$ cat src/rtl/qbr_pkg.sv
package qbr_pkg;
  localparam int QUADS   = 4;
  localparam int FIELD_W = 3;
  localparam int CFG_W   = QUADS * FIELD_W;

  typedef enum logic [1:0] {
    FORCE_LSB_LO = 2'b00,
    FORCE_LSB_HI = 2'b01,
    FORCE_MSB_LO = 2'b10,
    FORCE_MSB_HI = 2'b11
  } force_sel_e;

  typedef struct packed {
    logic       en;
    force_sel_e sel;
  } quad_code_t;

  // True when any quadrant code in the word requests a forced bit.
  function automatic logic cfg_has_force(input logic [CFG_W-1:0] cfg);
    logic hit;
    hit = 1'b0;
    for (int q = 0; q < QUADS; q++) begin
      hit = hit | cfg[q*FIELD_W + FIELD_W - 1];
    end
    return hit;
  endfunction
endpackage

$ cat src/rtl/qbr_cfg_shadow.sv
module qbr_cfg_shadow
  import qbr_pkg::*;
(
  input  logic             clk,
  input  logic             rst_n,
  input  logic             wr_en,
  input  logic [CFG_W-1:0] wr_word,
  input  logic             frame_go,
  output logic [CFG_W-1:0] active_word,
  output logic [CFG_W-1:0] eff_word
);
  logic [CFG_W-1:0] staged_q;
  logic [CFG_W-1:0] active_q;

  always_ff @(posedge clk) begin
    if (!rst_n) begin
      staged_q <= '0;
      active_q <= '0;
    end else begin
      if (wr_en) staged_q <= wr_word;
      if (frame_go) active_q <= staged_q;
    end
  end

  // The frame-start byte itself already sees the staged word.
  assign eff_word    = frame_go ? staged_q : active_q;
  assign active_word = active_q;
endmodule

$ cat src/rtl/qbr_quad_sel.sv
module qbr_quad_sel
  import qbr_pkg::*;
#(
  parameter int CHAN_W = 5
) (
  input  logic [CFG_W-1:0]  cfg,
  input  logic [CHAN_W-1:0] chan,
  output quad_code_t        code
);
  localparam int QIDX_W = $clog2(QUADS);

  quad_code_t           fields [QUADS];
  logic [QIDX_W-1:0]    qidx;

  for (genvar g = 0; g < QUADS; g++) begin : g_field
    assign fields[g] = quad_code_t'(cfg[g*FIELD_W +: FIELD_W]);
  end

  assign qidx = chan[CHAN_W-1 -: QIDX_W];
  assign code = fields[qidx];
endmodule

$ cat src/rtl/qbr_bit_force.sv
module qbr_bit_force
  import qbr_pkg::*;
#(
  parameter int DATA_W = 8
) (
  input  logic [DATA_W-1:0] data_in,
  input  quad_code_t        code,
  input  logic              bypass,
  output logic [DATA_W-1:0] data_out
);
  always_comb begin
    data_out = data_in;
    if (!bypass && code.en) begin
      unique case (code.sel)
        FORCE_LSB_LO: data_out[0]        = 1'b0;
        FORCE_LSB_HI: data_out[0]        = 1'b1;
        FORCE_MSB_LO: data_out[DATA_W-1] = 1'b0;
        FORCE_MSB_HI: data_out[DATA_W-1] = 1'b1;
        default:      data_out           = data_in;
      endcase
    end
  end
endmodule

$ cat src/rtl/qbr_unit.sv
module qbr_unit
  import qbr_pkg::*;
#(
  parameter int N_CHAN = 32,
  parameter int DATA_W = 8,
  localparam int CHAN_W = $clog2(N_CHAN)
) (
  input  logic              clk,
  input  logic              rst_n,
  input  logic              cfg_we,
  input  logic [CFG_W-1:0]  cfg_wdata,
  input  logic              ber_rx_en,
  input  logic              in_valid,
  output logic              in_ready,
  input  logic [DATA_W-1:0] in_data,
  input  logic [CHAN_W-1:0] in_chan,
  input  logic              in_sof,
  output logic              out_valid,
  input  logic              out_ready,
  output logic [DATA_W-1:0] out_data,
  output logic              mode_conflict
);
  logic              accept;
  logic              frame_go;
  logic [CFG_W-1:0]  active_cfg;
  logic [CFG_W-1:0]  eff_cfg;
  quad_code_t        cur_code;
  logic              suppress;
  logic [DATA_W-1:0] forced_data;
  logic              ov_q;
  logic [DATA_W-1:0] od_q;

  assign in_ready = !ov_q || out_ready;
  assign accept   = in_valid && in_ready;
  assign frame_go = accept && in_sof;

  qbr_cfg_shadow u_shadow (
    .clk        (clk),
    .rst_n      (rst_n),
    .wr_en      (cfg_we),
    .wr_word    (cfg_wdata),
    .frame_go   (frame_go),
    .active_word(active_cfg),
    .eff_word   (eff_cfg)
  );

  qbr_quad_sel #(.CHAN_W(CHAN_W)) u_qsel (
    .cfg (eff_cfg),
    .chan(in_chan),
    .code(cur_code)
  );

  // Replacement is withheld for the whole word while BER reception runs.
  assign suppress = ber_rx_en && cfg_has_force(eff_cfg);

  qbr_bit_force #(.DATA_W(DATA_W)) u_force (
    .data_in (in_data),
    .code    (cur_code),
    .bypass  (suppress),
    .data_out(forced_data)
  );

  always_ff @(posedge clk) begin
    if (!rst_n) begin
      ov_q <= 1'b0;
      od_q <= '0;
    end else if (accept) begin
      ov_q <= 1'b1;
      od_q <= forced_data;
    end else if (out_ready) begin
      ov_q <= 1'b0;
    end
  end

  assign out_valid     = ov_q;
  assign out_data      = od_q;
  assign mode_conflict = ber_rx_en && cfg_has_force(active_cfg);
endmodule

$ cat config.mk
export PLATFORM = sky130hd
export DESIGN_NAME = qbr_unit
export DESIGN_NICKNAME = d
export VERILOG_FILES = /design/src/rtl/qbr_pkg.sv /design/src/rtl/qbr_cfg_shadow.sv /design/src/rtl/qbr_quad_sel.sv /design/src/rtl/qbr_bit_force.sv /design/src/rtl/qbr_unit.sv
export SDC_FILE = /design/constraint.sdc
export NUM_CORES = 1
export LEC_CHECK = 0
export BUFFER_PORTS_ARGS = -buffer_cell sky130_fd_sc_hd__buf_2
export CAP_MARGIN = 20
export CELL_PAD_IN_SITES_DETAIL_PLACEMENT = 1
export CELL_PAD_IN_SITES_GLOBAL_PLACEMENT = 1
export CORE_MARGIN = 4
export CORE_UTILIZATION = 39
export DETAILED_ROUTE_END_ITERATION = 7
export GPL_TIMING_DRIVEN = 0
export PLACE_DENSITY_LB_ADDON = 0.1
export SLEW_MARGIN = 5
export SYNTH_ARGS = -nofsm -noshare
export SYNTH_HDL_FRONTEND = slang
export SYNTH_SLANG_ARGS = --single-unit
$ cat constraint.sdc
create_clock -name clk -period 1.7 [get_ports clk]
set_input_delay 0.255 -clock clk [delete_from_list [all_inputs] [get_ports clk]]
set_output_delay 0.255 -clock clk [all_outputs]
set_load 0.01 [all_outputs]
==> flow_summary.json, run 1 <==
{
  "path_max_fanout": 10,
  "cap_violations": 0,
  "syn_area_um2": 1569,
  "status": "complete, no violations",
  "rr_worst_depth": 7,
  "yosysSeqAreaShare_pct": 42.11,
  "vias": 1314,
  "yosys_warnings": 0,
  "rsz0062_at_grt": "no",
  "final.period_utilization_pct": 93.50,
  "cts.sinks": 33,
  "port_buffers": 36,
  "drt-initial-drc-count": 64,
  "via_per_inst": 5.194,
  "critPathLaunchType": "flop",
  "die_w_um": 71.43,
  "setup_viol": 0,
  "synthCells": 158,
  "syn_avg_cell_area_um2": 9.930,
  "final_common_cell": "buf_2",
  "path_class": "reg2reg",
  "ant_nets": 0,
  "wl_per_cell_um": 15.78,
  "grt_pass1_vias": 1374,
  "irDropWorstVdd_mv": 0.5967,
  "fin_skew_ns": 0.007139,
  "grt_pass1_wl_mm": 6.534,
  "syn_nets": 190,
  "cts_max_path_buffers": 2,
  "htreeDepth": 2,
  "crit_arrival_ns": 1.81,
  "tritoncts": "yes",
  "area_growth_syn_to_layout_pct": 22.49,
  "drtPass1Iterations": 4,
  "globalplace.congestion": 0.7202,
  "hold_viol_final": 0,
  "drc": 0,
  "r2r-start": "out_valid$_SDFFE_PN0P_",
  "die_h_um": 71.43,
  "routed_wl_mm": 3.992,
  "hold_path.class": "in2reg",
  "max-slew-margin-rel_pct": 72.82,
  "cts_root_buf": "clkbuf_8",
  "min_from": "in_data[1]",
  "holdPathStages": 3,
  "leakage_nw": 0.8274,
  "fin_hold_ws_ns": 0.2183,
  "fmax_ghz": 0.6292,
  "io_pins": 43,
  "power_mw": 1.638,
  "finalSetupTns_ns": 0,
  "ys_seq_elements": 33,
  "yosys.cell_types.count": 31,
  "layout.nets": 236,
  "cp_data_required_time_ns": 1.92,
  "start_util_pct": 41.61,
  "min_period_ns": 1.589,
  "r2r-end": "out_data[0]$_SDFFE_PN0P_",
  "slew_viol_final": 0,
  "power_density_nw_per_um2": 852.1,
  "critPathCaptureType": "flop",
  "hold_path_end": "out_data[1]$_SDFFE_PN0P_",
  "drive_gt1_share_pct": 31.22,
  "die-area_um2": 5102,
  "diodes": 0,
  "antenna_found_initial": 0,
  "most-common-layout-cells": "38 x buf_2, 33 x dfxtp_1, 26 x nand2_1",
  "worst_pin_slew_ns": 0.4077,
  "grt_overflow": 0,
  "core_area_um2": 3771,
  "grt_max_degree": 11,
  "rrSetupSlack_ns": 0.11,
  "clkTransAtPathRegs_ns": 0.07,
  "dp_hpwl_mm": 3.099,
  "clk_latency_ns": 0.29,
  "rows": 22,
  "ctsHoldBuffers": 0,
  "grt.total_usage_pct": 16.66,
  "cts_buffers": 5
}
==> power by group <==
group	internal, mW	switching (mW)	leakage (nW)
Clock	0.283	0.286	0.0450
Sequential	0.810	0.0232	0.270
Combinational	0.118	0.117	0.512
==> cell type report <==
| class | instances | area [um2] |
|---|---|---|
| clock buffers | 6 | 72.57 |
| repair buffers | 39 | 202.7 |
| plain buffers | 11 | 71.32 |
| multi-input cells | 111 | 833.3 |
| clock inverters | 2 | 10.01 |
| well taps | 48 | 60.06 |
| inverters | 3 | 11.26 |
| fillers | 445 | 1849 |
| flip-flops and latches | 33 | 660.6 |
==> critical path, cell delays in order, from the launching register on <==
cell and delay (ns):
dfxtp_1 0.31, nor2b_4 0.14, inv_1 0.13, and2_1 0.15, buf_4 0.17, nand4b_1 0.10
a311o_2 0.38, o21ai_1 0.12
==> how the worst max path moves through the flow <==
| stage | startpoint | end | depth (start not counted) |
|---|---|---|---|
| detailed placement | in_chan[4] | out_data[0]$_SDFFE_PN0P_ | 6 |
| CTS | out_valid$_SDFFE_PN0P_ | out_data[0]$_SDFFE_PN0P_ | 7 |
| global placement | in_chan[4] | out_data[0]$_SDFFE_PN0P_ | 6 |
| global route | out_valid$_SDFFE_PN0P_ | out_data[0]$_SDFFE_PN0P_ | 7 |
| finish | out_valid$_SDFFE_PN0P_ | out_data[0]$_SDFFE_PN0P_ | 7 |
| floorplan | out_valid$_SDFFE_PN0P_ | out_data[7]$_SDFFE_PN0P_ | 7 |
==> metal layers <==
metal	share of wire, %	GRT usage [%]
met3	4.0	3.927
met2	52	28.27
met4	2.2	8.559
met1	42	19.46
met5	0	0
==> what timing repair did <==
| item | CTS | global route |
|---|---|---|
| setup endpoints to repair | 0 | 2 |
| buffers inserted | 0 | 3 |
| gates resized for setup | 0 | 3 |
==> state kept, by name (all words and copies together), names as in the netlist <==
register              count
out_valid                 1
u_shadow.staged_q        12
out_data                  8
u_shadow.active_word     12
==> cell families after synthesis <==
kind of cell | synth area share (%)
flip-flops | 42.11
AND/OR/NAND/NOR | 15.07
buffers and inverters | 5.184
multiplexers | 20.02
AO/OA/AOI/OAI | 17.62
==> cell usage after synthesis <==
library cell / number / share of area (%)
nand4b_1: 1 / 0.56
buf_6: 3 / 2.2
nor2b_4: 1 / 0.88
o21a_1: 1 / 0.48
a22oi_1: 1 / 0.48
nor2_4: 1 / 0.72
mux4_2: 3 / 4.3
mux2i_1: 16 / 10
inv_1: 3 / 0.72
nor4_1: 1 / 0.40
mux4_1: 2 / 3.3
mux2_2: 3 / 2.2
o211a_1: 1 / 0.64
nand2_1: 26 / 6.2
and2_1: 1 / 0.40
buf_4: 1 / 0.48
nor2_1: 3 / 0.72
a21oi_1: 1 / 0.32
a21boi_0: 17 / 8.1
a221oi_1: 1 / 0.56
dfxtp_1: 33 / 42
o21ai_2: 1 / 0.56
a2bb2oi_1: 1 / 0.56
buf_2: 2 / 0.64
clkbuf_1: 5 / 1.2
a311o_2: 1 / 0.72
o211ai_1: 2 / 0.96
a31oi_1: 1 / 0.40
o21ai_1: 1 / 0.32
nor2b_1: 13 / 5.2
o21ai_0: 11 / 3.5
==> stage by stage <==
stage                     std cells  util (%)  instance area (um2)  setup slack, ns
final                           253     50.96                 1922           0.1106
after floorplan                 158         -                 1569           0.1358
after global routing            253     50.96                 1922          0.02361
after detailed placement        242     47.98                 1809          0.01198
after global placement          242     47.98                 1809          0.04204
after CTS                       250     50.17                 1892          0.02766
(Power assumes the default switching activity.)
==> run 2, diff against run 1 <==
- CELL_PAD_IN_SITES_GLOBAL_PLACEMENT: 1 -> 2
- CORE_UTILIZATION: 39 -> 31
==> run 2 against run 1 <==
Against the previous run: core utilization decreased by 10 points; sequential power about the same; final area increased by 1.8%; global-route usage decreased by 1.9 points; critical path depth fell by 2; final cell count up 6.7%; hold slack worse by 0.00080 ns; die area rose by 23%; power is 12% higher.
==> flow_summary.json, run 2 (synthesis gave the netlist of run 1 again) <==
{
  "core_area_um2": 4817,
  "power_density_nw_per_um2": 940.2,
  "slowest_delay_ns": 0.46,
  "max-slew-margin-rel_pct": 69.79,
  "fin_hold_ws_ns": 0.2175,
  "use_met2_pct": 25.93,
  "grtUsageMet3_pct": 3.741,
  "crit_arrival_ns": 1.77,
  "hold_path.class": "in2reg",
  "most-common-layout-cells": "38 x buf_2, 33 x dfxtp_1, 26 x nand2_1",
  "die_h_um": 79.14,
  "grt_overflow": 0,
  "leakage_nw": 0.8265,
  "routed_wl_mm": 4.238,
  "ant_nets": 0,
  "tritoncts": "yes",
  "drtPass1Iterations": 4,
  "dp_cells": 261,
  "cts_max_path_buffers": 2,
  "rows": 25,
  "crit_chain": "mux4_2, o211a_1, a31oi_1, a311o_2, o21ai_1",
  "hold_viol_final": 0,
  "final.period_utilization_pct": 93.52,
  "crit_slowest_cell": "mux4_2",
  "min_period_ns": 1.590,
  "critPathCaptureType": "flop",
  "io_pins": 43,
  "finalSetupTns_ns": 0,
  "rsz0062_at_grt": "no",
  "globalplace.congestion": 0.7686,
  "critPathLaunchType": "flop",
  "grt_pass1_vias": 1402,
  "via_per_inst": 4.900,
  "worst_pin_slew_ns": 0.4531,
  "final_common_cell": "buf_2",
  "port_buffers": 36,
  "dp_hpwl_mm": 3.192,
  "rrSetupSlack_ns": 0.11,
  "layout.nets": 234,
  "htreeDepth": 2,
  "critPathTopFamily": "compound AO/OA/AOI/OAI gates",
  "die_w_um": 79.14,
  "setup_viol": 0,
  "slew_viol_final": 0,
  "drc": 0,
  "path_class": "reg2reg",
  "grt_pass1_wl_mm": 7.003,
  "cap_violations": 0,
  "cts_root_buf": "clkbuf_8",
  "path_buf_inv": 0,
  "status": "complete, no violations",
  "final_cells": 270,
  "fmax_ghz": 0.6290,
  "start_util_pct": 32.57,
  "grtUsageMet1_pct": 17.00,
  "wl_per_cell_um": 15.70,
  "cts.sinks": 33,
  "area_growth_syn_to_layout_pct": 24.72,
  "fillers": 600,
  "clkTransAtPathRegs_ns": 0.07,
  "clk_latency_ns": 0.29,
  "grt_max_degree": 11,
  "diodes": 0,
  "grt.total_usage_pct": 14.79,
  "irDropWorstVdd_mv": 0.4158,
  "antenna_found_initial": 0,
  "drive_gt1_share_pct": 29.56,
  "fin_skew_ns": 0.006912,
  "cts_buffers": 5,
  "vias": 1323,
  "cp_data_required_time_ns": 1.88,
  "ctsHoldBuffers": 0,
  "path_max_fanout": 3,
  "busiest_layer": "met2",
  "drt-initial-drc-count": 62,
  "die-area_um2": 6263
}
## run 2: worst reg2reg max path: stages (launching register included)
cell     delay, ns
dfxtp_1       0.32
mux4_2        0.46
o211a_1       0.13
a31oi_1       0.31
a311o_2       0.20
o21ai_1       0.06
## run 2: area by class of cell
type,instances,area [um2],share of cell area [%]
multi-input cells,111,827.0,42.26
flip-flops and latches,33,660.6,33.76
repair buffers,37,187.7,9.591
clock buffers,7,86.33,4.412
well taps,67,83.83,4.284
plain buffers,11,70.07,3.581
clock inverters,1,30.03,1.535
inverters,3,11.26,0.5754
## run 2: layer usage
metal	up-vias	part of all wire, %
met5	-	0
met4	0	1.6
met3	7	5.4
met2	28	51
met1	645	42
li1	643	-
## run 2: what timing repair did
item / in CTS / in global routing
endpoints found under the setup margin: 0 / 2
resized for setup: 0 / 0
buffers inserted: 0 / 1
## run 2: path summary, 6_finish.rpt
path	startpoint	endpoint	cells after the start
worst min register to register	out_data[2]$_SDFFE_PN0P_	out_data[2]$_SDFFE_PN0P_	2
worst max-delay path	u_shadow.active_word[11]$_SDFF_PN0_	out_data[0]$_SDFFE_PN0P_	5
worst max register to register	u_shadow.active_word[11]$_SDFF_PN0_	out_data[0]$_SDFFE_PN0P_	5
worst min-delay path	in_data[2]	out_data[2]$_SDFFE_PN0P_	3
## run 2: through the flow
stage | area, um2 | util [%] | setup WS [ns] | power [mW]
4_1_cts | 1949 | 40.47 | 0.07621 | 1.865
5_1_grt | 1957 | 40.62 | 0.006279 | 1.930
3_5_place_dp | 1833 | 38.05 | 0.01576 | 1.086
2_1_floorplan | 1569 | - | 0.1358 | 0.9914
3_3_place_gp | 1833 | 38.05 | 0.02340 | 1.075
6_report | 1957 | 40.62 | 0.1102 | 1.840
## run 2: where the power goes
part | internal [mW] | switching, mW | total [mW]
combinational | 0.115 | 0.117 | 0.232
sequential | 0.810 | 0.0228 | 0.833
clock | 0.478 | 0.298 | 0.776
total | 1.40 | 0.438 | 1.84
==> run 3, diff against run 2 <==
- clock period: 1.7 -> 1.5 ns (I/O delays scaled with it)
==> run 3 against run 2 <==
Against the previous run: the flow now finishes with violations (negative setup slack); count of clock-buffer cells in the layout stayed put; non-clock buffer count increased by 7; routed wire length is 2.3% higher; sequential power up 13%; largest cell class unchanged; largest power group unchanged.
==> flow_summary.json, run 3 (synthesis gave the netlist of run 1 again) <==
{
  "core_area_um2": 4817,
  "r2r-end": "out_data[7]$_SDFFE_PN0P_",
  "cp_data_required_time_ns": 1.73,
  "critPathLaunchType": "flop",
  "critPathCaptureType": "flop",
  "worst_pin_slew_ns": 0.4308,
  "hold_path.class": "in2reg",
  "tritoncts": "yes",
  "cap_violations": 0,
  "layout_setup_ws_ns": -0.02937,
  "crit_start": "u_shadow.active_word[10]$_SDFF_PN0_",
  "dp_hpwl_mm": 3.109,
  "slew_viol_final": 0,
  "crit_arrival_ns": 1.76,
  "status": "complete, but fails checks",
  "area_growth_syn_to_layout_pct": 31.58,
  "fin_area_um2": 2064,
  "final.period_utilization_pct": 102.0,
  "clk_latency_ns": 0.29,
  "htreeDepth": 2,
  "ant_nets": 0,
  "grt_overflow": 0,
  "grt.total_usage_pct": 14.84,
  "die_w_um": 79.14,
  "path_max_fanout": 4,
  "rsz0062_at_grt": "yes",
  "fmax_ghz": 0.6539,
  "violations": "negative setup slack",
  "globalplace.congestion": 0.7853,
  "path_class": "reg2reg",
  "place_area_um2": 1834,
  "wl_per_cell_um": 15.65,
  "min_period_ns": 1.529,
  "via_per_inst": 4.787,
  "most-common-layout-cells": "38 x buf_2, 29 x dfxtp_1, 26 x nand2_1",
  "final_common_cell": "buf_2",
  "grt_pass1_wl_mm": 7.003,
  "grt_pass1_vias": 1415,
  "power_density_nw_per_um2": 1026,
  "diodes": 0,
  "drc": 0,
  "rows": 25,
  "drt-initial-drc-count": 57,
  "final_cells": 277,
  "cts_root_buf": "clkbuf_8",
  "holdPathStages": 3,
  "utilization_pct": 42.86,
  "setup_viol": 1,
  "clkTransAtPathRegs_ns": 0.07,
  "io_pins": 43,
  "ctsHoldBuffers": 0,
  "min_from": "in_data[5]",
  "port_buffers": 36,
  "fin_skew_ns": 0.007484,
  "leakage_nw": 0.8747,
  "drtPass1Iterations": 4,
  "layout.nets": 241,
  "antenna_found_initial": 0,
  "hold_path_end": "out_data[5]$_SDFFE_PN0P_",
  "routed_wl_mm": 4.336,
  "drive_gt1_share_pct": 37.62,
  "dp_cells": 261,
  "cts.sinks": 33,
  "hold_viol_final": 0,
  "start_util_pct": 32.57,
  "irDropWorstVdd_mv": 0.4920,
  "rr_worst_depth": 6,
  "rrSetupSlack_ns": -0.03,
  "die_h_um": 79.14,
  "max-slew-margin-rel_pct": 71.28,
  "cts_max_path_buffers": 2,
  "r2r-start": "u_shadow.active_word[10]$_SDFF_PN0_",
  "cts_buffers": 5,
  "die-area_um2": 6263,
  "vias": 1326,
  "grt_max_degree": 11
}
[run 3: changes by cell type in the layout (fill, tap and decap cells not counted), sizes merged]
cell	delta
buf	+7
[run 3: worst max-delay path by stage]
stage | slack (ns) | cells past startpoint | end
global route | -0.09 | 6 | out_data[7]$_SDFFE_PN0P_
detailed placement | -0.14 | 6 | out_data[0]$_SDFFE_PN0P_
CTS | -0.02 | 5 | out_data[0]$_SDFFE_PN0P_
finish | -0.03 | 6 | out_data[7]$_SDFFE_PN0P_
global placement | -0.15 | 6 | out_data[0]$_SDFFE_PN0P_
floorplan | 0.02 | 7 | out_data[7]$_SDFFE_PN0P_
[run 3: final cells by class]
class                   instances  area [um2]
repair buffers                 44       240.2
inverters                       3       11.26
clock inverters                 1       30.03
flip-flops and latches         33       665.6
clock buffers                   7       86.33
fillers                       591        2753
multi-input cells             111       870.8
plain buffers                  11       76.32
well taps                      67       83.83
[run 3: critical path: stages, from the launching register on]
cell	delay [ns]
dfxtp_1	0.31
mux4_2	0.55
buf_4	0.17
buf_4	0.12
a2bb2oi_2	0.14
o211ai_1	0.11
o21ai_2	0.07
[run 3: where the power goes]
part | leakage, nW | internal (mW) | total (mW) | switching, mW
logic | 0.545 | 0.149 | 0.297 | 0.148
clock network | 0.0585 | 0.542 | 0.877 | 0.335
registers | 0.272 | 0.919 | 0.944 | 0.0253
total | 0.875 | 1.61 | 2.12 | 0.508
[run 3: metrics by stage]
step | hold slack (ns) | worst slack, ns | total power, mW | TNS, ns
detailed placement | 0.4615 | -0.1404 | 1.231 | -0.3252
global route | 0.1893 | -0.08782 | 2.219 | -0.1717
global placement | 0.4489 | -0.1459 | 1.218 | -0.2813
floorplan | 0.3491 | 0.02013 | 1.124 | 0
finish | 0.1883 | -0.02937 | 2.118 | -0.02937
CTS | 0.1782 | -0.02091 | 2.139 | -0.02091
[run 3: layer usage]
metal	GRT usage, %	wire length, um
met1	17.48	1867
met2	26.35	2242
met3	3.968	171
met4	4.124	55
met5	0	0
[run 3: repair_timing]
item	CTS	global route
resized for setup	8	7
buffers inserted	7	1
pin swaps	1	0
endpoints found under the setup margin	2	12
